## src/rtl/i2c_eng_pkg.sv

```systemverilog
package i2c_eng_pkg;

  typedef enum logic [2:0] {
    CMD_NOP    = 3'd0,
    CMD_START  = 3'd1,
    CMD_RSTART = 3'd2,
    CMD_WRITE  = 3'd3,
    CMD_READ   = 3'd4,
    CMD_STOP   = 3'd5
  } cmd_e;

  typedef enum logic [2:0] {
    ST_IDLE,
    ST_HOLD_ACT,
    ST_LOW_A,
    ST_LOW_B,
    ST_RISE,
    ST_HIGH
  } state_e;

endpackage

```

## src/rtl/line_sync.sv

```systemverilog
module line_sync #(
  parameter int unsigned STAGES = 2
) (
  input  logic clk_i,
  input  logic rst_ni,
  input  logic d_i,
  output logic q_o
);

  logic [STAGES:0] chain;
  assign chain[0] = d_i;

  for (genvar g = 0; g < STAGES; g++) begin : g_stage
    always_ff @(posedge clk_i or negedge rst_ni) begin
      if (!rst_ni) chain[g+1] <= 1'b1;
      else         chain[g+1] <= chain[g];
    end
  end

  assign q_o = chain[STAGES];

endmodule

```

## src/rtl/phase_timer.sv

```systemverilog
module phase_timer #(
  parameter int unsigned CW = 13
) (
  input  logic          clk_i,
  input  logic          rst_ni,
  input  logic          load_i,
  input  logic [CW-1:0] len_i,
  output logic [CW-1:0] cnt_o,
  output logic          exp_o
);

  logic [CW-1:0] cnt_q;

  always_ff @(posedge clk_i or negedge rst_ni) begin
    if (!rst_ni)             cnt_q <= '0;
    else if (load_i)         cnt_q <= len_i - CW'(1);
    else if (cnt_q != '0)    cnt_q <= cnt_q - CW'(1);
  end

  assign cnt_o = cnt_q;
  assign exp_o = (cnt_q == '0);


  load_len_chk: assert property (@(posedge clk_i) disable iff (!rst_ni)
    load_i |=> cnt_q == $past(len_i) - CW'(1));


  count_down_chk: assert property (@(posedge clk_i) disable iff (!rst_ni)
    (!load_i && cnt_q != '0) |=> cnt_q == $past(cnt_q) - CW'(1));

endmodule

```

## src/rtl/i2c_bit_fsm.sv

```systemverilog
module i2c_bit_fsm
  import i2c_eng_pkg::*;
#(
  parameter int unsigned DIV_W      = 8,
  parameter int unsigned CW         = 13,
  parameter int unsigned START_HOLD = 6,
  parameter int unsigned LOW_HOLD   = 7,
  parameter int unsigned HIGH_MIN   = 10,
  parameter int unsigned STOP_SETUP = 10
) (
  input  logic             clk_i,
  input  logic             rst_ni,
  input  logic [DIV_W-1:0] div_i,
  input  logic             cmd_valid_i,
  input  logic [2:0]       cmd_i,
  input  logic             wr_bit_i,
  input  logic             scl_hi_i,
  input  logic             sda_hi_i,
  input  logic             tmr_exp_i,
  input  logic [CW-1:0]    tmr_cnt_i,
  output logic             tmr_load_o,
  output logic [CW-1:0]    tmr_len_o,
  output logic             scl_oe_o,
  output logic             sda_oe_o,
  output logic             done_o,
  output logic             rd_bit_o
);

  localparam int unsigned RS_SETUP = 2 * STOP_SETUP;

  state_e        state_q, state_d;
  cmd_e          cmd_q, cmd_d;
  logic          bit_q, bit_d;
  logic [CW-1:0] n_q, n_d, n_in, high_len;
  logic          scl_oe_q, scl_oe_d, sda_oe_q, sda_oe_d;
  logic          done_q, done_d, rd_q, rd_d;
  logic          load;
  logic [CW-1:0] len;

  function automatic logic [CW-1:0] scale(input int unsigned base, input logic [CW-1:0] n);
    return CW'(base) * n;
  endfunction

  // divider 0 behaves as 1
  assign n_in     = (div_i == '0) ? CW'(1) : CW'(div_i);
  assign high_len = scale(HIGH_MIN, n_q);

  always_comb begin
    state_d  = state_q;
    cmd_d    = cmd_q;
    bit_d    = bit_q;
    n_d      = n_q;
    scl_oe_d = scl_oe_q;
    sda_oe_d = sda_oe_q;
    done_d   = 1'b0;
    rd_d     = rd_q;
    load     = 1'b0;
    len      = '0;
    unique case (state_q)
      ST_IDLE: begin
        if (cmd_valid_i) begin
          case (cmd_i)
            3'd1: begin
              cmd_d    = CMD_START;
              n_d      = n_in;
              sda_oe_d = 1'b1;
              load     = 1'b1;
              len      = scale(START_HOLD, n_in);
              state_d  = ST_HOLD_ACT;
            end
            3'd2, 3'd3, 3'd4, 3'd5: begin
              cmd_d   = cmd_e'(cmd_i);
              n_d     = n_in;
              bit_d   = wr_bit_i;
              load    = 1'b1;
              len     = scale(LOW_HOLD, n_in);
              state_d = ST_LOW_A;
            end
            default: ;
          endcase
        end
      end
      ST_HOLD_ACT: begin
        if (tmr_exp_i) begin
          scl_oe_d = 1'b1;
          done_d   = 1'b1;
          state_d  = ST_IDLE;
        end
      end
      ST_LOW_A: begin
        if (tmr_exp_i) begin
          case (cmd_q)
            CMD_WRITE:           sda_oe_d = ~bit_q;
            CMD_READ, CMD_RSTART: sda_oe_d = 1'b0;
            CMD_STOP:            sda_oe_d = 1'b1;
            default: ;
          endcase
          // equal halves centre the data edge in the low period
          load    = 1'b1;
          len     = scale(LOW_HOLD, n_q);
          state_d = ST_LOW_B;
        end
      end
      ST_LOW_B: begin
        if (tmr_exp_i) begin
          scl_oe_d = 1'b0;
          state_d  = ST_RISE;
        end
      end
      ST_RISE: begin
        if (scl_hi_i) begin
          load    = 1'b1;
          state_d = ST_HIGH;
          case (cmd_q)
            CMD_RSTART: len = scale(RS_SETUP, n_q);
            CMD_STOP:   len = scale(STOP_SETUP, n_q);
            default:    len = high_len;
          endcase
        end
      end
      ST_HIGH: begin
        if (cmd_q == CMD_READ && tmr_cnt_i == (high_len >> 1)) rd_d = sda_hi_i;
        if (tmr_exp_i) begin
          case (cmd_q)
            CMD_RSTART: begin
              sda_oe_d = 1'b1;
              load     = 1'b1;
              len      = scale(START_HOLD, n_q);
              state_d  = ST_HOLD_ACT;
            end
            CMD_STOP: begin
              sda_oe_d = 1'b0;
              done_d   = 1'b1;
              state_d  = ST_IDLE;
            end
            default: begin
              scl_oe_d = 1'b1;
              done_d   = 1'b1;
              state_d  = ST_IDLE;
            end
          endcase
        end
      end
      default: state_d = ST_IDLE;
    endcase
  end

  always_ff @(posedge clk_i or negedge rst_ni) begin
    if (!rst_ni) begin
      state_q  <= ST_IDLE;
      cmd_q    <= CMD_NOP;
      bit_q    <= 1'b0;
      n_q      <= CW'(1);
      scl_oe_q <= 1'b0;
      sda_oe_q <= 1'b0;
      done_q   <= 1'b0;
      rd_q     <= 1'b0;
    end else begin
      state_q  <= state_d;
      cmd_q    <= cmd_d;
      bit_q    <= bit_d;
      n_q      <= n_d;
      scl_oe_q <= scl_oe_d;
      sda_oe_q <= sda_oe_d;
      done_q   <= done_d;
      rd_q     <= rd_d;
    end
  end

  assign tmr_load_o = load;
  assign tmr_len_o  = len;
  assign scl_oe_o   = scl_oe_q;
  assign sda_oe_o   = sda_oe_q;
  assign done_o     = done_q;
  assign rd_bit_o   = rd_q;


  done_pulse_chk: assert property (@(posedge clk_i) disable iff (!rst_ni)
    done_q |=> !done_q);


  busy_ignore_chk: assert property (@(posedge clk_i) disable iff (!rst_ni)
    (state_q != ST_IDLE) |=> (cmd_q == $past(cmd_q)));


  scl_fall_timed_chk: assert property (@(posedge clk_i) disable iff (!rst_ni)
    $rose(scl_oe_q) |-> $past(tmr_exp_i));


  sda_move_chk: assert property (@(posedge clk_i) disable iff (!rst_ni)
    !$stable(sda_oe_q) |-> ($past(tmr_exp_i) || $past(state_q == ST_IDLE && cmd_valid_i)));


  high_needs_line_chk: assert property (@(posedge clk_i) disable iff (!rst_ni)
    (state_q == ST_HIGH && $past(state_q) == ST_RISE) |-> $past(scl_hi_i));


  rd_hold_chk: assert property (@(posedge clk_i) disable iff (!rst_ni)
    (state_q != ST_HIGH) |=> $stable(rd_q));


  stop_release_chk: assert property (@(posedge clk_i) disable iff (!rst_ni)
    (done_q && cmd_q == CMD_STOP) |-> (!scl_oe_q && !sda_oe_q));

endmodule

```

## src/rtl/i2c_bit_engine.sv

```systemverilog
module i2c_bit_engine #(
  parameter int unsigned DIV_W       = 8,
  parameter int unsigned SYNC_STAGES = 2,
  parameter int unsigned START_HOLD  = 6,
  parameter int unsigned LOW_HOLD    = 7,
  parameter int unsigned HIGH_MIN    = 10,
  parameter int unsigned STOP_SETUP  = 10
) (
  input  logic             clk_i,
  input  logic             rst_ni,
  input  logic [DIV_W-1:0] div_i,
  input  logic             cmd_valid_i,
  input  logic [2:0]       cmd_i,
  input  logic             wr_bit_i,
  input  logic             scl_i,
  input  logic             sda_i,
  output logic             scl_oe_o,
  output logic             sda_oe_o,
  output logic             done_o,
  output logic             rd_bit_o
);

  localparam int unsigned BASE_SUM = 2 * STOP_SETUP + HIGH_MIN + START_HOLD + LOW_HOLD;
  localparam int unsigned CW       = DIV_W + $clog2(BASE_SUM + 1);

  logic          scl_hi, sda_hi;
  logic          tmr_load, tmr_exp;
  logic [CW-1:0] tmr_len, tmr_cnt;

  line_sync #(.STAGES(SYNC_STAGES)) u_scl_sync (
    .clk_i (clk_i), .rst_ni(rst_ni), .d_i(scl_i), .q_o(scl_hi)
  );

  line_sync #(.STAGES(SYNC_STAGES)) u_sda_sync (
    .clk_i (clk_i), .rst_ni(rst_ni), .d_i(sda_i), .q_o(sda_hi)
  );

  phase_timer #(.CW(CW)) u_timer (
    .clk_i (clk_i),
    .rst_ni(rst_ni),
    .load_i(tmr_load),
    .len_i (tmr_len),
    .cnt_o (tmr_cnt),
    .exp_o (tmr_exp)
  );

  i2c_bit_fsm #(
    .DIV_W     (DIV_W),
    .CW        (CW),
    .START_HOLD(START_HOLD),
    .LOW_HOLD  (LOW_HOLD),
    .HIGH_MIN  (HIGH_MIN),
    .STOP_SETUP(STOP_SETUP)
  ) u_fsm (
    .clk_i      (clk_i),
    .rst_ni     (rst_ni),
    .div_i      (div_i),
    .cmd_valid_i(cmd_valid_i),
    .cmd_i      (cmd_i),
    .wr_bit_i   (wr_bit_i),
    .scl_hi_i   (scl_hi),
    .sda_hi_i   (sda_hi),
    .tmr_exp_i  (tmr_exp),
    .tmr_cnt_i  (tmr_cnt),
    .tmr_load_o (tmr_load),
    .tmr_len_o  (tmr_len),
    .scl_oe_o   (scl_oe_o),
    .sda_oe_o   (sda_oe_o),
    .done_o     (done_o),
    .rd_bit_o   (rd_bit_o)
  );

endmodule

```

## config.mk

```make
export PLATFORM = sky130hd
export DESIGN_NAME = i2c_bit_engine
export DESIGN_NICKNAME = d
export VERILOG_FILES = /design/src/rtl/i2c_eng_pkg.sv /design/src/rtl/line_sync.sv /design/src/rtl/phase_timer.sv /design/src/rtl/i2c_bit_fsm.sv /design/src/rtl/i2c_bit_engine.sv
export SDC_FILE = /design/constraint.sdc
export NUM_CORES = 1
export LEC_CHECK = 0
export BUFFER_PORTS_ARGS = -buffer_cell sky130_fd_sc_hd__buf_2
export CORE_UTILIZATION = 35
export CTS_CLUSTER_DIAMETER = 100
export DETAILED_ROUTE_END_ITERATION = 10
export SYNTH_ARGS = -nofsm -noshare
export SYNTH_HDL_FRONTEND = slang
export SYNTH_HIERARCHICAL = 1
export SYNTH_SLANG_ARGS = --single-unit
```

## constraint.sdc

```tcl
create_clock -name clk_i -period 4.1 [get_ports clk_i]
set_input_delay 0 -clock clk_i [delete_from_list [all_inputs] [get_ports clk_i]]
set_output_delay 0 -clock clk_i [all_outputs]
set_load 0.05 [all_outputs]
```

==> After elaboration in Yosys (flattened, before gate mapping) <==
Index checks and enable logic that the tools add are counted.
{ "totals": {"ff_bits": 43, "latch_bits": 0, "ramBits": 0, "mem_bits_ro": 0, "in_bits": 17, "memories": 0} }
{ "op_classes": {"addsub": 2, "mul": 6, "n_div": 0, "order_cmp": 0, "n_eq_ne": 26, "n_shift": 0, "n_mux": 43, "bitwise_logic": 1, "reduce_logical": 20} }
{ "ops": {"columns": ["operator", "n"], "rows": [
  ["two-way mux 14 bit", 8],
  ["case mux 14 bit (4 select lines)", 1],
  ["multiplier 2 x 14 -> 13 bit (first input constant)", 2],
  ["multiplier 3 x 14 -> 14 bit (first input constant)", 2],
  ["case mux 14 bit (2 select lines)", 1],
  ["subtractor 14 x 1 -> 14 bit (second input constant)", 2],
  ["== test 3 x 2 -> 1 bit (second input constant)", 6],
  ["== test 3 bit (second input constant)", 6],
  ["two-way mux 3 bit", 6],
  ["case mux 3 bit (6 select lines)", 1],
  ["two-way mux 1 bit", 17],
  ["!= test 2 bit (second input constant)", 8],
  ["== test 14 x 13 -> 1 bit", 1],
  ["zero test 14 bit", 1],
  ["multiplier 3 x 14 -> 12 bit (first input constant)", 1],
  ["multiplier 3 x 14 -> 13 bit (first input constant)", 1],
  ["AND reduction 7 bit", 2],
  ["nonzero test 14 bit", 1],
  ["case mux 3 bit (2 select lines)", 2],
  ["case mux 1 bit (3 select lines)", 3],
  ["AND reduction 3 bit", 3],
  ["zero test 8 bit", 1],
  ["two-way mux 8 bit", 1],
  ["== test 3 x 1 -> 1 bit (second input constant)", 2],
  ["15 further kinds", 19]
]} }

==> Logic depth before layout (Yosys ltp) <==
{ "depth": {"ltp_word": 8, "mapped_depth": 24, "ltp_nobuf": 22} }

==> By module <==
The synthesis kept the hierarchy.
{ "modules_own_cells": {"columns": ["mod", "n_inst", "cells_per_inst", "area_each_um2", "seq_area_each_um2"], "rows": [
  ["i2c_bit_fsm", 1, 472, 3646.0, 476.7],
  ["phase_timer", 1, 110, 1046.0, 350.3],
  ["line_sync", 2, 2, 52.6, 52.6]
]} }

==> Worst setup path after synthesis <==
No wires, ideal clock.
{ "synth_path": {"kind": "input to register", "startpoint": "in div_i[6]", "endpoint": "reg u_timer.cnt_q[11] (netlist: u_timer/cnt_o[11])", "setup_ns": 0.126, "t_arrival_ns": 4.092, "required_time_ns": 3.974, "slack_ns": -0.118, "path_stages": 23, "n_path_buf": 2, "cell_sequence": "inv_1 > ha_1 > nand3_1 > nand2b_1 > buf_2 > nand2_1 > inv_1 > ha_1 > or2_2 > ha_1 > a211oi_1 > o21bai_1 > or3_1 > a31oi_1 > xor2_1 > o22ai_1 > or4_1 > nor2_1 > a21oi_1 > or3_1 > buf_2 > xnor2_1 > a221o_1"} }
{ "synth_via": {"elab_chain_cells": 8, "word_cells_on_any_way": 9} }
{ "synth_rtl": {"columns": ["element", "line", "source"], "rows": [
  ["start: declaration", "i2c_bit_engine.sv:11", "input logic [DIV_W-1:0] div_i,"],
  ["zero test 8 bit *", "i2c_bit_fsm.sv:45", "assign n_in = (div_i == '0) ? CW'(1) : CW'(div_i);"],
  ["two-way mux 8 bit *", "i2c_bit_fsm.sv:45", null],
  ["named net u_fsm.n_in[2]", "i2c_bit_fsm.sv:34", "logic [CW-1:0] n_q, n_d, n_in, high_len;"],
  ["multiplier 3 x 14 -> 14 bit / multiplier 2 x 14 -> 13 bit (equally long branches)", "i2c_bit_fsm.sv:41", "return CW'(base) * n;"],
  ["case mux 14 bit (2 select lines) *", "i2c_bit_fsm.sv:62", "case (cmd_i)"],
  ["two-way mux 14 bit *", "i2c_bit_fsm.sv:61", "if (cmd_valid_i) begin"],
  ["case mux 14 bit (4 select lines) *", "i2c_bit_fsm.sv:59", "unique case (state_q)"],
  ["named net tmr_len[9]", "i2c_bit_engine.sv:28", "logic [CW-1:0] tmr_len, tmr_cnt;"],
  ["subtractor 14 x 1 -> 14 bit *", "phase_timer.sv:16", "else if (load_i) cnt_q <= len_i - CW'(1);"],
  ["two-way mux 14 bit *", "phase_timer.sv:16", null],
  ["end signal: assignment", "phase_timer.sv:16", null],
  ["end signal: assignment", "phase_timer.sv:17", "else if (cnt_q != '0) cnt_q <= cnt_q - CW'(1);"],
  ["end: declaration", "phase_timer.sv:12", "logic [CW-1:0] cnt_q;"]
]} }
The timed path passes the listed nets; every way through them passes the cells marked *.
A chain may end at the register's enable or synchronous reset.

==> Worst setup path in the final report <==
{ "layout_path": {"startpoint": "reg u_fsm.n_q[0]", "endpoint": "reg u_timer.cnt_q[11] (netlist: u_timer/cnt_o[11])"} }
{ "layout_via": {"elab_chain_cells": 6, "word_cells_on_any_way": 12} }
{ "layout_rtl": {"columns": ["element", "line", "source"], "rows": [
  ["start: declaration", "i2c_bit_fsm.sv:34", null],
  ["start signal: assignment", "i2c_bit_fsm.sv:162", "n_q <= n_d;"],
  ["multiplier 2 x 14 -> 13 bit (tied with other cells)", "i2c_bit_fsm.sv:41", null],
  ["two-way mux 14 bit (on tied branches)", null, null],
  ["two-way mux 14 bit (on tied branches)", "i2c_bit_fsm.sv:123, i2c_bit_fsm.sv:111", null],
  ["case mux 14 bit (4 select lines) *", "i2c_bit_fsm.sv:59", null],
  ["named net tmr_len[9]", "i2c_bit_engine.sv:28", null],
  ["subtractor 14 x 1 -> 14 bit *", "phase_timer.sv:16", null],
  ["two-way mux 14 bit *", "phase_timer.sv:16", null]
]} }
Marked as above.

==> results.md <==
* Avg Cell Area, Syn at between 8 and 9 sq um
* I/O Pins at 21
* EDFF count, synth at 0
* CP peak stage delay at ~570 ps
* Buffers on Ports at 20
* Startpoint types: flip-flop
* Total CTS buffers at 5
* Final WS setup at -65.4 ps
* Yosys cell types at 70
* Synth Instances at just under 600
* Antenna-violating nets left at 0
* Final hold vios at 0
* CTS Sinks at 37
* Unrepaired setup endpoints after global routing: yes
* CP arrival at 4340 ps
* Area of the multi-input gates at 3810 sq um
* Failing checks: negative setup slack
* Die Footprint at 14200 sq um
* PwrDens at approximately 750 nW/um^2
* H-Tree Depth at 2
* Post-Route WL at around 14 mm
* Die W at ~120 microns
* Worst hold path endpoint: u_fsm/cmd_q[1]$_DFFE_PN0P_
* Hold Crit Class: in -> reg
* CTS tree: yes
* Primary FF master, synth: dfrtp_1
* Pre-CTS setup slack at -250 ps
* Synth Area in Adders at 0.191
* Largest family of logic cells by synthesized area: compound AO/OA/AOI/OAI gates
* Grt ovf at 0
* Ratio of cells with drive above 1 in the final layout at 0.234
* Fillers at ~1300
* Post-Route Utilization at 0.447
* Finish-stage setup viols at 2
* Max-slew headroom at 0.417
* Initial antenna violation count at 0
* First-pass GRT wire length at between 20 and 25 mm
* Compound-Gate Fraction of Synth Area at 0.224
* Worst-path cell chain: fa_1 > ha_2 > buf_4 > buf_4 > a211oi_2 > o21bai_1 > or3_4 > a31oi_4 > xor2_1 > nor2_1 > or4_4 > nor2_1 > a21oi_1 > or3_4 > xnor2_1 > a221o_1
* Worst path depth at 16
* Commonest non-fill, non-tap cell in the layout: buf_4
* CP Capture Type: flip-flop
* Vias at 4635
* HPWL Detailed at about 11 mm
* Worst slew pin tran at ~870 ps
* DR pass1 iterations at 6
* Fin crit share at 1.02
* Leak Pwr at between 2 and 3 nW
* Initial Util at 0.361
* Post-Layout Cell Count at 846
* Core Area at between 10000 and 15000 sq um
* FF-to-FF End: u_timer/cnt_o[11]$_DFFE_PN0P_
* Slack of the worst reg-to-reg path at -70 ps
* Placement Rows at 42
* Reg2reg start: u_fsm/n_q[0]$_DFFE_PN1P_
* Max rail drop VDD at 0.330 mV
* Worst hold path cell count at 4
* Seq cells post-synth at 37
* FFs w/ async S/R, synth at 1.00
* Post-DP Area at roughly 5600 sq um
* Crit Path Class: reg -> reg
* Crit-path max FO at 3
* Post-route cell area at slightly below 6000 sq um
* XOR/XNOR share of the synthesized area at 0.0986
* R2R cell count at 16
* Clk_lat worst skew at slightly below 300 ps
* Reg area at 936 sq um
* Vias in the first global route at ~4600
* Dpl cells at between 800 and 900
* Most frequent cells in the layout: 70 x buf_4, 61 x nand2_1, 46 x ha_1
* Antenna diode count at 0
* Post-Syn Nets at 667
* Total Nets Final at 750
* Syn Std Cell Area at 4800 sq um
* Largest net degree at the start of global routing at 38
* Vias per std cell at roughly 5.5
* Final min period at between 4000 and 5000 ps
* GPL Wtd Cong at 0.908
* Global Route Usage Sum at 0.207
* CP max-delay cell: dfstp_2
* Status: finished with violations
* Register area share after synthesis at 0.194
* HP Start: cmd_i[1]
* Root Driver: clkbuf_16
* Req. time, crit path at about 4300 ps
* Starting DRT DRC Count at roughly 420
* Setup Skew at slightly below 10 ps
* WP buf/inv at 2
* Syn-to-layout area delta at 23.9%
* Mux cell area share after synthesis at 0.0235
* Final hold slack at ~84 ps
* Max cap viols at 0
* Top Family by Delay on Critical Path: simple AND/OR/NAND/NOR gates
* WL per Instance at 16.7 microns
* Ys Warns at 6
* Die height at around 120 microns
* Max Root-Sink Buffers at 2
* Simple logic cell fraction of the synthesized area at 0.222
* Clock transition at path regs at approximately 60 ps
* DRC viols at 0
* Max Clk Rate at approximately 240 MHz
* Final Slew Violations at 0
-- cell usage after synthesis (3+ instances only) --
library cell / count / share of area
a221oi_1: 3 / 0.0055
a221o_1: 3 / 0.0063
buf_6: 3 / 0.0070
nor3b_1: 4 / 0.0063
a31oi_1: 8 / 0.010
o21ai_0: 36 / 0.038
a21oi_1: 38 / 0.040
nor3_1: 14 / 0.015
xnor2_1: 26 / 0.047
o21a_1: 4 / 0.0063
or2_2: 3 / 0.0039
a211oi_1: 9 / 0.014
o22ai_1: 19 / 0.025
ha_1: 50 / 0.13
nor2b_1: 11 / 0.014
and3_1: 3 / 0.0039
nor2_1: 44 / 0.034
dfstp_2: 5 / 0.027
nand2b_1: 10 / 0.013
a22oi_1: 3 / 0.0047
o21bai_1: 6 / 0.0094
nand3b_1: 3 / 0.0047
dfrtp_1: 32 / 0.17
o211ai_1: 6 / 0.0094
nand3_1: 10 / 0.010
fa_1: 14 / 0.058
nand2_1: 61 / 0.048
nor4_1: 7 / 0.0091
and2_1: 9 / 0.012
inv_1: 29 / 0.023
mux2i_1: 9 / 0.019
xor2_1: 28 / 0.051
nor3b_2: 3 / 0.0078
buf_2: 3 / 0.0031
nand4_1: 3 / 0.0039
a21o_1: 10 / 0.016
clkbuf_1: 10 / 0.0078
a211o_1: 3 / 0.0055
or3_1: 7 / 0.0091
-- worst register-to-register path: stages, from the launching register on --
cell and delay, ps:
dfstp_2 570, fa_1 430, ha_2 200, buf_4 130, buf_4 130, a211oi_2 190, o21bai_1 130, or3_4 350
a31oi_4 200, xor2_1 170, nor2_1 60, or4_4 450, nor2_1 120, a21oi_1 70, or3_4 350, xnor2_1 140
a221o_1 360
-- logic make-up (layout without fill, tap and decap cells) --
logic type | count (synthesis) | in the layout
AOI/OAI and AO/OA | 164 | 164
adders and majority gates | 65 | 65
and+or+nand+nor | 205 | 205
muxes | 11 | 11
xor gates and xnor gates | 54 | 54
buffers and inverters | 49 | 133
other | 1 | 1
DFF | 37 | 37
-- layer usage --
layer  GRT usage  vias to the layer above  share of wire
met4      0.0902                        0          0.032
met2       0.337                      132           0.46
met1       0.271                     2201           0.46
met5           0                        -              0
met3      0.0316                       30          0.049
li1            -                     2272              -
-- flip-flops by register name, indices dropped and copies added (netlist names) --
| signal | count |
|---|---|
| u_fsm/bit_q | 1 |
| u_fsm/n_q | 8 |
| u_fsm/rd_bit_o | 1 |
| u_scl_sync/q_o | 1 |
| u_fsm/done_o | 1 |
| u_sda_sync/q_o | 1 |
| u_fsm/scl_oe_o | 1 |
| u_fsm/state_q | 3 |
| u_scl_sync/chain | 1 |
| u_timer/cnt_o | 14 |
| u_fsm/sda_oe_o | 1 |
| u_sda_sync/chain | 1 |
| u_fsm/cmd_q | 3 |
-- metrics by stage --
step | power (mW) | TNS [ps]
floorplan | 2.77 | 0
global placement | 3.65 | -345
detailed placement | 3.74 | -602
CTS | 4.43 | -10.0
global route | 4.85 | -565
finish | 4.46 | -116
-- area by class of cell --
| cell class | count | share of cell area |
|---|---|---|
| clock buffers | 6 | 0.0234 |
| clock inverters | 2 | 0.00632 |
| inverters | 29 | 0.0183 |
| multi-input cells | 500 | 0.642 |
| flip-flops and latches | 37 | 0.158 |
| well taps | 176 | 0.0371 |
| repair buffers | 96 | 0.116 |
-- power by group --
| part | total [mW] | internal (mW) | switching [mW] |
|---|---|---|---|
| clock | 0.468 | 0.304 | 0.164 |
| combinational | 3.21 | 1.51 | 1.71 |
| sequential | 0.776 | 0.503 | 0.272 |
-- how the worst max path moves through the flow --
stage	from	endpoint
3_5_place_dp	u_fsm/n_q[0]$_DFFE_PN1P_	u_timer/cnt_o[12]$_DFFE_PN0P_
4_1_cts	u_fsm/n_q[0]$_DFFE_PN1P_	u_timer/cnt_o[11]$_DFFE_PN0P_
6_report	u_fsm/n_q[0]$_DFFE_PN1P_	u_timer/cnt_o[11]$_DFFE_PN0P_
3_3_place_gp	u_fsm/n_q[0]$_DFFE_PN1P_	u_timer/cnt_o[12]$_DFFE_PN0P_
5_1_grt	u_fsm/n_q[0]$_DFFE_PN1P_	u_timer/cnt_o[12]$_DFFE_PN0P_
2_1_floorplan	div_i[6]	u_timer/cnt_o[11]$_DFFE_PN0P_
-- what timing repair did --
item,4_1_cts,5_1_grt
endpoints found under the hold margin,36,0
setup endpoints to repair,3,4
hold buffers,5,0
buffers inserted,2,1
pin swaps,9,6
cloned,0,0
resized for setup,22,6
Note: power is estimated with default switching activity, not from simulation.
